==> src/rtl/trig_delay_pkg.sv <==
package trig_delay_pkg;
  localparam int N_SRC   = 4;
  localparam int SEL_W   = $clog2(N_SRC);
  localparam int DLY_W   = 8;
  localparam int WORD_W  = 16;
  localparam int SEL_LSB = DLY_W;
  localparam int EN_BIT  = SEL_LSB + SEL_W;
  localparam int DET_BIT = EN_BIT + 1;

  typedef struct packed {
    logic             en;
    logic [SEL_W-1:0] sel;
    logic [DLY_W-1:0] dly;
  } chan_cfg_t;

  function automatic logic [WORD_W-1:0] pack_word(chan_cfg_t c, logic det);
    logic [WORD_W-1:0] w;
    w = '0;
    w[DLY_W-1:0]             = c.dly;
    w[SEL_LSB +: SEL_W]      = c.sel;
    w[EN_BIT]                = c.en;
    w[DET_BIT]               = det;
    return w;
  endfunction
endpackage

==> src/rtl/trig_sync_edge.sv <==
module trig_sync_edge
  import trig_delay_pkg::*;
(
  input  logic             clk,
  input  logic             rst_n,
  input  logic [N_SRC-1:0] raw_in,
  output logic [N_SRC-1:0] rise_o
);
  logic [N_SRC-1:0] meta_q, sync_q, prev_q;

  for (genvar s = 0; s < N_SRC; s++) begin : g_src
    always_ff @(posedge clk or negedge rst_n) begin
      if (!rst_n) begin
        meta_q[s] <= 1'b0;
        sync_q[s] <= 1'b0;
        prev_q[s] <= 1'b0;
      end else begin
        meta_q[s] <= raw_in[s];
        sync_q[s] <= meta_q[s];
        prev_q[s] <= sync_q[s];
      end
    end

    assign rise_o[s] = sync_q[s] & ~prev_q[s];

    AST_EDGE_ONE_CYCLE: assert property (@(posedge clk) disable iff (!rst_n)
      rise_o[s] |=> !rise_o[s]);
  end
endmodule

==> src/rtl/trig_delay_chan.sv <==
module trig_delay_chan
  import trig_delay_pkg::*;
(
  input  logic             clk,
  input  logic             rst_n,
  input  logic [N_SRC-1:0] src_rise,
  input  logic             wr_sel,
  input  chan_cfg_t        wr_cfg,
  output chan_cfg_t        cfg_o,
  output logic             det_o,
  output logic             pulse_o
);
  chan_cfg_t        cfg_q, cfg_d;
  logic             busy_q, busy_d;
  logic [DLY_W-1:0] cnt_q, cnt_d;
  logic             det_q, det_d;
  logic             pulse_q, pulse_d;
  logic             edge_sel, fire, last_tick;

  always_comb begin
    edge_sel  = src_rise[cfg_q.sel];
    last_tick = busy_q & (cnt_q == DLY_W'(1));
    fire      = (~busy_q & edge_sel & (cfg_q.dly == '0)) | last_tick;

    cfg_d  = cfg_q;
    busy_d = busy_q;
    cnt_d  = cnt_q;
    if (wr_sel) begin
      cfg_d  = wr_cfg;
      busy_d = 1'b0;
      cnt_d  = '0;
    end else if (busy_q) begin
      cnt_d  = cnt_q - DLY_W'(1);
      busy_d = ~last_tick;
    end else if (edge_sel && (cfg_q.dly != '0)) begin
      busy_d = 1'b1;
      cnt_d  = cfg_q.dly;
    end

    pulse_d = fire & cfg_q.en & ~wr_sel;
    det_d   = wr_sel ? 1'b0 : (det_q | pulse_d);
  end

  always_ff @(posedge clk or negedge rst_n) begin
    if (!rst_n) begin
      cfg_q   <= '0;
      busy_q  <= 1'b0;
      cnt_q   <= '0;
      det_q   <= 1'b0;
      pulse_q <= 1'b0;
    end else begin
      cfg_q   <= cfg_d;
      busy_q  <= busy_d;
      cnt_q   <= cnt_d;
      det_q   <= det_d;
      pulse_q <= pulse_d;
    end
  end

  assign cfg_o   = cfg_q;
  assign det_o   = det_q;
  assign pulse_o = pulse_q;

  AST_PULSE_GATED: assert property (@(posedge clk) disable iff (!rst_n)
    pulse_q |-> $past(cfg_q.en));
  AST_DET_WITH_PULSE: assert property (@(posedge clk) disable iff (!rst_n)
    pulse_q |-> det_q);
  AST_DET_STICKY: assert property (@(posedge clk) disable iff (!rst_n)
    det_q && !wr_sel |=> det_q);
  AST_WR_ABORTS: assert property (@(posedge clk) disable iff (!rst_n)
    $past(wr_sel) |-> !busy_q && !pulse_q && !det_q);
  AST_PULSE_SINGLE: assert property (@(posedge clk) disable iff (!rst_n)
    pulse_q |=> !pulse_q);
  AST_NO_RETRIG: assert property (@(posedge clk) disable iff (!rst_n)
    busy_q && !wr_sel && (cnt_q != DLY_W'(1)) |=> busy_q && (cnt_q == $past(cnt_q) - DLY_W'(1)));
  AST_BUSY_NONZERO: assert property (@(posedge clk) disable iff (!rst_n)
    busy_q |-> cnt_q != '0);
endmodule

==> src/rtl/trig_reg_port.sv <==
module trig_reg_port
  import trig_delay_pkg::*;
#(
  parameter int NUM_CH   = 10,
  parameter int ADDR_W   = 8,
  parameter int REG_BASE = 32
) (
  input  logic              clk,
  input  logic              rst_n,
  input  logic [ADDR_W-1:0] bus_addr,
  input  logic              bus_wr,
  input  logic              bus_rd,
  input  logic [WORD_W-1:0] words [NUM_CH],
  output logic [NUM_CH-1:0] wr_sel_o,
  output logic [WORD_W-1:0] rdata_o
);
  localparam logic [ADDR_W-1:0] BASE_A = ADDR_W'(REG_BASE);
  localparam logic [ADDR_W-2:0] CH_LIM = (ADDR_W-1)'(NUM_CH);

  logic [ADDR_W-1:0] off;
  logic [ADDR_W-2:0] idx;
  logic              hit;
  logic [WORD_W-1:0] rdata_q, rdata_d;

  always_comb begin
    off = bus_addr - BASE_A;
    idx = off[ADDR_W-1:1];
    hit = (bus_addr >= BASE_A) && !bus_addr[0] && (idx < CH_LIM);
  end

  for (genvar c = 0; c < NUM_CH; c++) begin : g_dec
    assign wr_sel_o[c] = bus_wr & hit & (idx == (ADDR_W-1)'(c));
  end

  always_comb begin
    rdata_d = '0;
    if (bus_rd && hit) begin
      for (int c = 0; c < NUM_CH; c++) begin
        if (idx == (ADDR_W-1)'(c)) rdata_d = words[c];
      end
    end
  end

  always_ff @(posedge clk or negedge rst_n) begin
    if (!rst_n) rdata_q <= '0;
    else        rdata_q <= rdata_d;
  end

  assign rdata_o = rdata_q;

  AST_RDATA_IDLE: assert property (@(posedge clk) disable iff (!rst_n)
    !$past(bus_rd) |-> rdata_q == '0);
  AST_ONE_TARGET: assert property (@(posedge clk) disable iff (!rst_n)
    $onehot0(wr_sel_o));
  AST_RD_UNUSED_ZERO: assert property (@(posedge clk) disable iff (!rst_n)
    rdata_q[WORD_W-1:DET_BIT+1] == '0);
endmodule

==> src/rtl/trig_delay_bank.sv <==
module trig_delay_bank
  import trig_delay_pkg::*;
#(
  parameter int NUM_CH   = 10,
  parameter int ADDR_W   = 8,
  parameter int REG_BASE = 32
) (
  input  logic              clk,
  input  logic              rst_n,
  input  logic [N_SRC-1:0]  trig_in,
  input  logic [ADDR_W-1:0] bus_addr,
  input  logic              bus_wr,
  input  logic              bus_rd,
  input  logic [WORD_W-1:0] bus_wdata,
  output logic [WORD_W-1:0] bus_rdata,
  output logic [NUM_CH-1:0] trig_out
);
  logic              rst_meta_q, rst_sync_q;
  logic [N_SRC-1:0]  src_rise;
  logic [NUM_CH-1:0] wr_sel;
  logic [WORD_W-1:0] words [NUM_CH];
  chan_cfg_t         wr_cfg;
  logic              unused_wbits;

  always_ff @(posedge clk or negedge rst_n) begin
    if (!rst_n) begin
      rst_meta_q <= 1'b0;
      rst_sync_q <= 1'b0;
    end else begin
      rst_meta_q <= 1'b1;
      rst_sync_q <= rst_meta_q;
    end
  end

  always_comb begin
    wr_cfg.dly = bus_wdata[DLY_W-1:0];
    wr_cfg.sel = bus_wdata[SEL_LSB +: SEL_W];
    wr_cfg.en  = bus_wdata[EN_BIT];
  end
  assign unused_wbits = ^bus_wdata[WORD_W-1:EN_BIT+1];

  trig_sync_edge u_sync (
    .clk    (clk),
    .rst_n  (rst_sync_q),
    .raw_in (trig_in),
    .rise_o (src_rise)
  );

  for (genvar c = 0; c < NUM_CH; c++) begin : g_ch
    chan_cfg_t cfg_c;
    logic      det_c;
    trig_delay_chan u_chan (
      .clk      (clk),
      .rst_n    (rst_sync_q),
      .src_rise (src_rise),
      .wr_sel   (wr_sel[c]),
      .wr_cfg   (wr_cfg),
      .cfg_o    (cfg_c),
      .det_o    (det_c),
      .pulse_o  (trig_out[c])
    );
    assign words[c] = pack_word(cfg_c, det_c);
  end

  trig_reg_port #(
    .NUM_CH   (NUM_CH),
    .ADDR_W   (ADDR_W),
    .REG_BASE (REG_BASE)
  ) u_regs (
    .clk      (clk),
    .rst_n    (rst_sync_q),
    .bus_addr (bus_addr),
    .bus_wr   (bus_wr),
    .bus_rd   (bus_rd),
    .words    (words),
    .wr_sel_o (wr_sel),
    .rdata_o  (bus_rdata)
  );
endmodule

==> config.mk <==
export PLATFORM = sky130hd
export DESIGN_NAME = trig_delay_bank
export DESIGN_NICKNAME = d
export VERILOG_FILES = /design/src/rtl/trig_delay_pkg.sv /design/src/rtl/trig_sync_edge.sv /design/src/rtl/trig_delay_chan.sv /design/src/rtl/trig_reg_port.sv /design/src/rtl/trig_delay_bank.sv
export SDC_FILE = /design/constraint.sdc
export NUM_CORES = 1
export LEC_CHECK = 0
export BUFFER_PORTS_ARGS = -buffer_cell sky130_fd_sc_hd__buf_2
export CAP_MARGIN = 10
export CORE_UTILIZATION = 45
export CTS_BUF_LIST = sky130_fd_sc_hd__clkbuf_4 sky130_fd_sc_hd__clkbuf_8
export DETAILED_ROUTE_END_ITERATION = 7
export GPL_TIMING_DRIVEN = 0
export MAX_ROUTING_LAYER = met4
export SYNTH_ARGS = -nofsm -noshare
export SYNTH_HDL_FRONTEND = slang
export SYNTH_SLANG_ARGS = --single-unit
==> constraint.sdc <==
create_clock -name clk -period 15.7 [get_ports clk]
set_input_delay 0.785 -clock clk [delete_from_list [all_inputs] [get_ports clk]]
set_output_delay 0.785 -clock clk [all_outputs]
set_load 0.005 [all_outputs]
==> results.md, run 1 <==
- Distinct cells, synth: 68
- Max_cap viols: 0
- RSZ-0062 raised after global routing: false
- Setup crit end kind: flop
- Inserted Diodes: 0
- Most frequent cell after synthesis: dfrtp_1
- WHS: 0.326 ns
- Setup bufs post-CTS: 0
- Yosys reg bits: 246
- P_int: 1.34 mW
- Die area: 0.0298 mm^2
- Syn avg cell area: 10.3 um^2
- WP data required: 16.14 ns
- Worst Tran Pin Value: 0.856 ns
- Sequential share of the synthesized area: 0.469
- WL per Instance: 22.0 um
- Post-route minimum period: 2.81 ns
- Clk pwr share: 0.341
- # fillers: 2,652
- # rows: 62
- CTS tree: built
- Most common library cells after synthesis: dfrtp_1, nand2_1, nor2_1
- Instance area at placement: 0.0139 mm^2
- Grt ovf: 0
- Sw Pwr: 0.618 mW
- Antenna-violating nets left: 0
- Die height: 173 um
- Nets@finish: 1,413
- R2R cell count: 6
- CORE AREA: 0.0287 mm^2
- DRT Wirelength: 39,000 um
- F_max: 0.356 GHz
- All-Layer GR Usage: 0.274
- Vias: 10.6k
- Most area-consuming cells after synthesis: dfrtp_1, mux2_2, nand2_1, mux4_2, a21oi_1
- Sw frac: 0.316
- Fin. max-slew vios: 0
- Ports: 58
- Ys Warns: 0
- Die width: 173 um
- Crit path launch type: input pin
- I/O Buffers: 37
- Fin Setup TNS: 0 ns
- P_leak: 6.78 nW
- Worst-path clk slew: 0.06 ns
- Slew HR: 0.429
- Dpl hpwl: 28,200 um
- Cells on Worst Hold Path: 1
- Combinational fraction of design power: 0.221
- Layout cells sized above 1: 0.211
- FFs w/ async S/R, synth: 1.00
- Clock Latency Late Sink: 0.57 ns
- # resized after CTS: 0
- Endpoints failing setup: 0
- Pre-Repair DR Iteration Count: 8
- Critical Path Fanout Max: 10
- Area growth syn-to-layout: 13.6%
- Post-Syn Instances: 1,269
- Largest net degree at the start of global routing: 63
- Initial antenna violation count: 0
- Total clock sinks: 246
- Status: finished with violations
- Critical path arrival: 3.25 ns
- CTS buffer count: 43
- Worst vdd ir: 0.0823 mV
- Htree depth: 2
- Final hold violation count: 0
- Vias per std cell: 5.98
- Yosys top cell area share: 0.469
- Tightest Hold Check Type: in2reg
- Failing checks: design-rule violations
- Final worst-path cycle share: 0.179
- PD cells: 131 mW/mm^2
- CTS max path bufs: 3
- Vias in the first global route: 10.4k
- Register share of total power: 0.438
- GP Congestion: 0.993
- Clock skew: 0.0343 ns
- Design Area, Final: 0.0149 mm^2
- Root Driver: clkbuf_8
- First-pass GRT wire length: 61,400 um
- Crit Path Class: in2reg
- EDFF count, synth: 0
- Top_reg_cell synth: dfrtp_1
- Post-synth design cell area: 0.0131 mm^2
- Post-synth top area cell: dfrtp_1
- # DRC: 1
- Total power: 1.96 mW
- Effective utilization at floorplan: 0.457
- First DRT Iteration DRCs: 1,018
[final cells by class]
cell class                      count  area [um^2]  share of cell area
Inverter                           43          161              0.0108
Timing Repair Buffer               42          305              0.0205
Clock buffer                       62          797              0.0535
Sequential cell                   246         6160               0.413
Clock inverter                     15          189              0.0127
Multi-Input combinational cell    904         6380               0.428
Buffer                             79          429              0.0288
Tap cell                          384          480              0.0322
[logic make-up (layout without fill, tap and decap cells)]
logic type / after synthesis / after routing / share of synthesized area
muxes: 135 / 135 / 0.132
other: 2 / 5 / 0.000573
AOI/OAI and AO/OA: 276 / 276 / 0.143
DFF: 246 / 246 / 0.469
xor gates and xnor gates: 36 / 36 / 0.0240
adders and majority gates: 22 / 22 / 0.0210
buffers and inverters: 122 / 241 / 0.0450
and+or+nand+nor: 430 / 430 / 0.164
[worst max-delay path: stages]
cell	delay, ns
buf_2	0.09
inv_1	0.09
ha_1	0.20
and2b_1	0.21
nand2_1	0.12
clkbuf_1	0.27
nor3_1	0.54
and3_1	0.31
buf_2	0.26
mux2_2	0.36
[per-layer routing]
| layer | vias to the layer above | wire length [um] | track usage |
|---|---|---|---|
| met2 | 364 | 18000 | 0.413 |
| met5 | - | 0 | - |
| met1 | 5319 | 17300 | 0.369 |
| li1 | 4847 | - | - |
| met4 | 0 | 1540 | 0.117 |
| met3 | 91 | 2160 | 0.0402 |
[final timing paths]
path                             startpoint                 endpoint  slack [ns]
max                             bus_addr[6]  g_ch[2].u_chan.cfg_o[6]       12.89
min in group asynchronous        rst_sync_q  g_ch[9].u_chan.cnt_q[5]        0.34
min reg2reg                      rst_sync_q  g_ch[9].u_chan.cnt_q[5]        0.34
max reg2reg                u_sync.sync_q[0]  g_ch[0].u_chan.cnt_q[1]       13.12
max in group asynchronous        rst_sync_q   g_ch[8].u_chan.pulse_o       14.02
min                              trig_in[3]         u_sync.meta_q[3]        0.33
[per-stage QoR]
step / cells / worst slack, ns / utilization
global placement: 1693 / 5.37 / 0.481
global route: 1775 / 12.82 / 0.519
CTS: 1775 / 13.01 / 0.519
finish: 1775 / 12.89 / 0.519
detailed placement: 1697 / 12.44 / 0.485
floorplan: 1272 / 8.34 / -
[state kept, by name (all words and copies together) (netlist names), 4 cells and up]
signal,count
u_regs.rdata_o,12
g_ch.u_chan.cfg_o,110
g_ch.u_chan.cnt_q,80
u_sync.sync_q,4
g_ch.u_chan.pulse_o,10
u_sync.meta_q,4
u_sync.prev_q,4
g_ch.u_chan.busy_q,10
g_ch.u_chan.det_o,10
[power by group through the flow]
stage                     Sequential (mW)  Clock, mW  Combinational (mW)
after floorplan                     0.841          0               0.343
final                               0.856      0.668               0.433
after global routing                0.871      0.711               0.494
after detailed placement            0.861          0               0.435
after global placement              0.869          0               0.408
after CTS                           0.853      0.682               0.435
[repair_timing]
| action | CTS | global route |
|---|---|---|
| hold endpoints to repair | 2 | 0 |
| setup endpoints to repair | 0 | 0 |
| hold buffers | 1 | 0 |
[layout by cell type, fill, tap and decap left out, types with 10 or more instances in the layout]
master	synthesis	routed
dfrtp_1	246	245
nand2_1	136	136
nor2_1	90	90
mux2_2	85	85
a21oi_1	78	78
buf_2	22	59
clkbuf_8	0	53
inv_1	43	43
o21ai_0	40	40
a211oi_1	38	38
nand3_1	33	33
nor3_1	33	33
nor4_1	31	31
clkbuf_1	28	28
xor2_1	26	26
mux2i_1	24	24
buf_4	24	24
mux4_2	22	22
ha_1	22	22
a222oi_1	19	19
nor2b_1	15	15
nand2b_1	14	14
a221oi_1	14	14
or3_1	11	11
and3_1	11	11
xnor2_1	10	10
nand4_1	10	10
a31oi_1	10	10
Note: power is estimated with default switching activity, not from simulation.
==> run 2: changes to the inputs <==
--- a/config.mk
+++ b/config.mk
@@ -5,6 +5,7 @@
 export SDC_FILE = /design/constraint.sdc
 export NUM_CORES = 1
 export LEC_CHECK = 0
+export ABC_AREA = 1
 export BUFFER_PORTS_ARGS = -buffer_cell sky130_fd_sc_hd__buf_2
 export CAP_MARGIN = 10
 export CORE_UTILIZATION = 45
==> constraint.sdc (replaced) <==
create_clock -name clk -period 2.6 [get_ports clk]
set_input_delay 0.13 -clock clk [delete_from_list [all_inputs] [get_ports clk]]
set_output_delay 0.13 -clock clk [all_outputs]
set_load 0.005 [all_outputs]
==> run 2 against run 1 <==
Compared with the run above: the flow now finishes without violations; combinational power grew to 8.8 times the previous value; hold slack lost 0.20 ns; die area shrank 0.86%; count of clock-buffer cells in the layout grew 8; sequential power grew to 6.1 times the previous value; cell count grew 23%; flip-flop and latch count is the same; via count grew 10%; core utilization grew 1.4 points; routed wire length shrank 4.7%; largest cell class is now sequential cells.
==> results.md, run 2 <==
- Status: finished clean
- PD cells: 869 mW/mm^2 (+560%)
- Crit path max-delay family: simple AND/OR/NAND/NOR gates
- Total clock sinks: 246 (unchanged)
- Fin Setup TNS: 0 ns (unchanged)
- Setup crit end kind: flop
- Nets@finish: 1,817 (+29%)
- CTS buffer count: 45 (+4.7%)
- Post-route minimum period: 2.20 ns
- Critical path buffers and inverters: 3 (-1)
- Initial antenna violation count: 0 (unchanged)
- # DRC: 0 (-1)
- FFs w/ async S/R, synth: 1.00 (unchanged)
- Crit path launch type: flop
- Vias per std cell: 5.36 (-10%)
- Antenna-violating nets left: 0 (unchanged)
- RSZ-0062 raised after global routing: false
- Ports: 58 (unchanged)
- P_leak: 7.23 nW (+6.6%)
- Commonest non-fill, non-tap cell in the layout: nand2_1
- Util after Layout: 0.533 (+0.0141)
- Cells on Worst Hold Path: 5 (+4)
- Hold path endpoint: g_ch[6].u_chan.cfg_o[8]
- Post-synth top area cell: dfrtp_1
- Endpoints failing setup: 0 (unchanged)
- Inserted Diodes: 0 (unchanged)
- Cell mode on critical path: inv_1
- Critical Path Fanout Max: 9 (-1)
- DRT Wirelength: 37,200 um (-4.7%)
- # resized after CTS: 0 (unchanged)
- Pre-Repair DR Iteration Count: 5 (-3)
- Max stage delay on crit path: 0.48 ns (-0.06 ns)
- WP data required: 3.02 ns (-13.12 ns)
- Syn avg cell area: 7.90 um^2 (-24%)
- Grt ovf: 0 (unchanged)
- Sequential share of the synthesized area: 0.473 (+0.00411)
- Area growth syn-to-layout: 15.2%
- Slew HR: 0.538 (+0.109)
- Slowest CP cell: nor2_2
- Max_cap viols: 0 (unchanged)
- Clock Latency Late Sink: 0.56 ns (about the same)
- Root Driver: clkbuf_8
- CORE AREA: 0.0281 mm^2 (-2.1%)
- FF-to-FF End: g_ch[3].u_chan.cnt_q[0]
- Yosys reg bits: 246 (unchanged)
- R2R cell count: 10 (+4)
- All-Layer GR Usage: 0.272 (-0.00209)
- Worst hold start: bus_wr
- F_max: 0.455 GHz
- Effective utilization at floorplan: 0.463 (+0.00596)
- Most area-consuming cells after synthesis: dfrtp_1, nand2_1, o21ai_0, inv_1, nor2_1
- # rows: 61 (-1.6%)
- Setup bufs post-CTS: 0 (unchanged)
- GP Congestion: 0.962 (-3.1%)
- Top_reg_cell synth: dfrtp_1
- Most common library cells after synthesis: nand2_1, dfrtp_1, o21ai_0
- Total power: 13.0 mW (+570%)
- Distinct cells, synth: 42 (-38%)
- Crit Path Class: reg2reg
- Place WS: 0.249 ns (-12.19 ns)
- Largest net degree at the start of global routing: 70 (+11%)
- Crit-path cells: inv_1 > nor2_2 > inv_1 > nor2_1 > o21ai_1 > or2_2 > nand2_1 > nor2_2 > inv_1 > o21ai_0
- EDFF count, synth: 0 (unchanged)
- Die area: 0.0296 mm^2 (-0.86%)
- Reg-to-reg slack, setup: 0.40 ns (-12.72 ns)
- WHS: 0.125 ns (-0.201 ns)
- Fin. max-slew vios: 0 (unchanged)
- Post-Syn Instances: 1,646 (+30%)
- Worst vdd ir: 0.546 mV (+560%)
- CTS tree: built
- Final WS setup: 0.400 ns (-12.49 ns)
- Ys Warns: 0 (unchanged)
- Clock skew: 0.0157 ns (-0.0185 ns)
- Die width: 172 um (-0.43%)
- Final worst-path cycle share: 0.846
- Yosys top cell area share: 0.473 (+0.00411)
- Htree depth: 2 (unchanged)
- Vias in the first global route: 11.0k (+5.6%)
- I/O Buffers: 48 (+30%)
- CTS max path bufs: 3 (unchanged)
- Layout cells sized above 1: 0.129 (-0.0812)
- Most frequent cells in the layout: nand2_1, dfrtp_1, o21ai_0
- Worst-path clk slew: 0.06 ns (about the same)
- Die height: 172 um (-0.43%)
- Post-synth design cell area: 0.0130 mm^2 (-0.87%)
- WL per Instance: 17.1 um (-22%)
- Hold Buf Count CTS: 16 (+15)
- Critical path arrival: 2.62 ns (-0.63 ns)
- Crit Reg-Reg Startpoint: u_sync.sync_q[3]
- Vias: 11.7k (+10%)
- Most frequent cell after synthesis: nand2_1
- Worst Tran Pin Value: 0.692 ns (-0.165 ns)
- Tightest Hold Check Type: in2reg
- First-pass GRT wire length: 60,300 um (-1.8%)
- Number of flip-flops in the largest register: 110 (unchanged)
- Final hold violation count: 0 (unchanged)
- First DRT Iteration DRCs: 1,096 (+7.7%)
- Dpl hpwl: 26,700 um (-5.2%)
## run 2: area by class of cell
cell class                      count  area (um^2)
Multi-Input combinational cell   1152         5830
Tap cell                          378          473
Clock inverter                     14          123
Fill cell                        2779        13100
Clock buffer                       70          882
Buffer                             64          323
Timing Repair Buffer               67          483
Sequential cell                   246         6160
Inverter                          187          704
## run 2: worst register-to-register path: stages, from the launching register on
cell and delay, ns:
dfrtp_1 0.35, inv_1 0.05, nor2_2 0.48, inv_1 0.15
nor2_1 0.12, o21ai_1 0.13, or2_2 0.32, nand2_1 0.15
nor2_2 0.11, inv_1 0.12, o21ai_0 0.09
## run 2: metrics by stage
| step | std cells | instance area [um^2] |
|---|---|---|
| finish | 2178 | 15000 |
| CTS | 2178 | 15000 |
| global route | 2178 | 15000 |
| floorplan | 1649 | 13000 |
| global placement | 2075 | 13700 |
| detailed placement | 2078 | 13800 |
## run 2: worst max path at each step
stage / start / end / slack [ns] / depth (start not counted)
2_1_floorplan: rst_sync_q / g_ch[0].u_chan.busy_q / 0.12 / 0
3_3_place_gp: rst_sync_q / g_ch[8].u_chan.cnt_q[2] / -0.86 / 0
3_5_place_dp: bus_addr[5] / g_ch[9].u_chan.cnt_q[0] / 0.25 / 14
4_1_cts: u_sync.sync_q[3] / g_ch[3].u_chan.cnt_q[0] / 0.45 / 10
5_1_grt: u_sync.sync_q[2] / g_ch[3].u_chan.cnt_q[0] / 0.16 / 10
6_report: u_sync.sync_q[3] / g_ch[3].u_chan.cnt_q[0] / 0.40 / 10
## run 2: kinds of logic (layout without fill, tap and decap cells)
family,after synthesis,in the layout,share of synthesized area
other,2,5,0.000578
and+or+nand+nor,703,703,0.237
adders and majority gates,22,22,0.0212
AOI/OAI and AO/OA,395,395,0.171
DFF,246,246,0.473
buffers and inverters,251,402,0.0790
xor gates and xnor gates,27,27,0.0182
## run 2: where the power goes
part | total, mW | internal, mW | switching [mW]
registers | 5.19 | 4.57 | 0.627
logic | 3.79 | 1.55 | 2.24
clock network | 4.05 | 2.37 | 1.68
## run 2: metal layers
metal | part of all wire | vias to the layer above | global-route usage
met5 | 0 | - | -
met1 | 0.47 | 5567 | 0.381
li1 | - | 5696 | -
met4 | 0.027 | 0 | 0.0873
met3 | 0.056 | 76 | 0.0396
met2 | 0.44 | 340 | 0.403
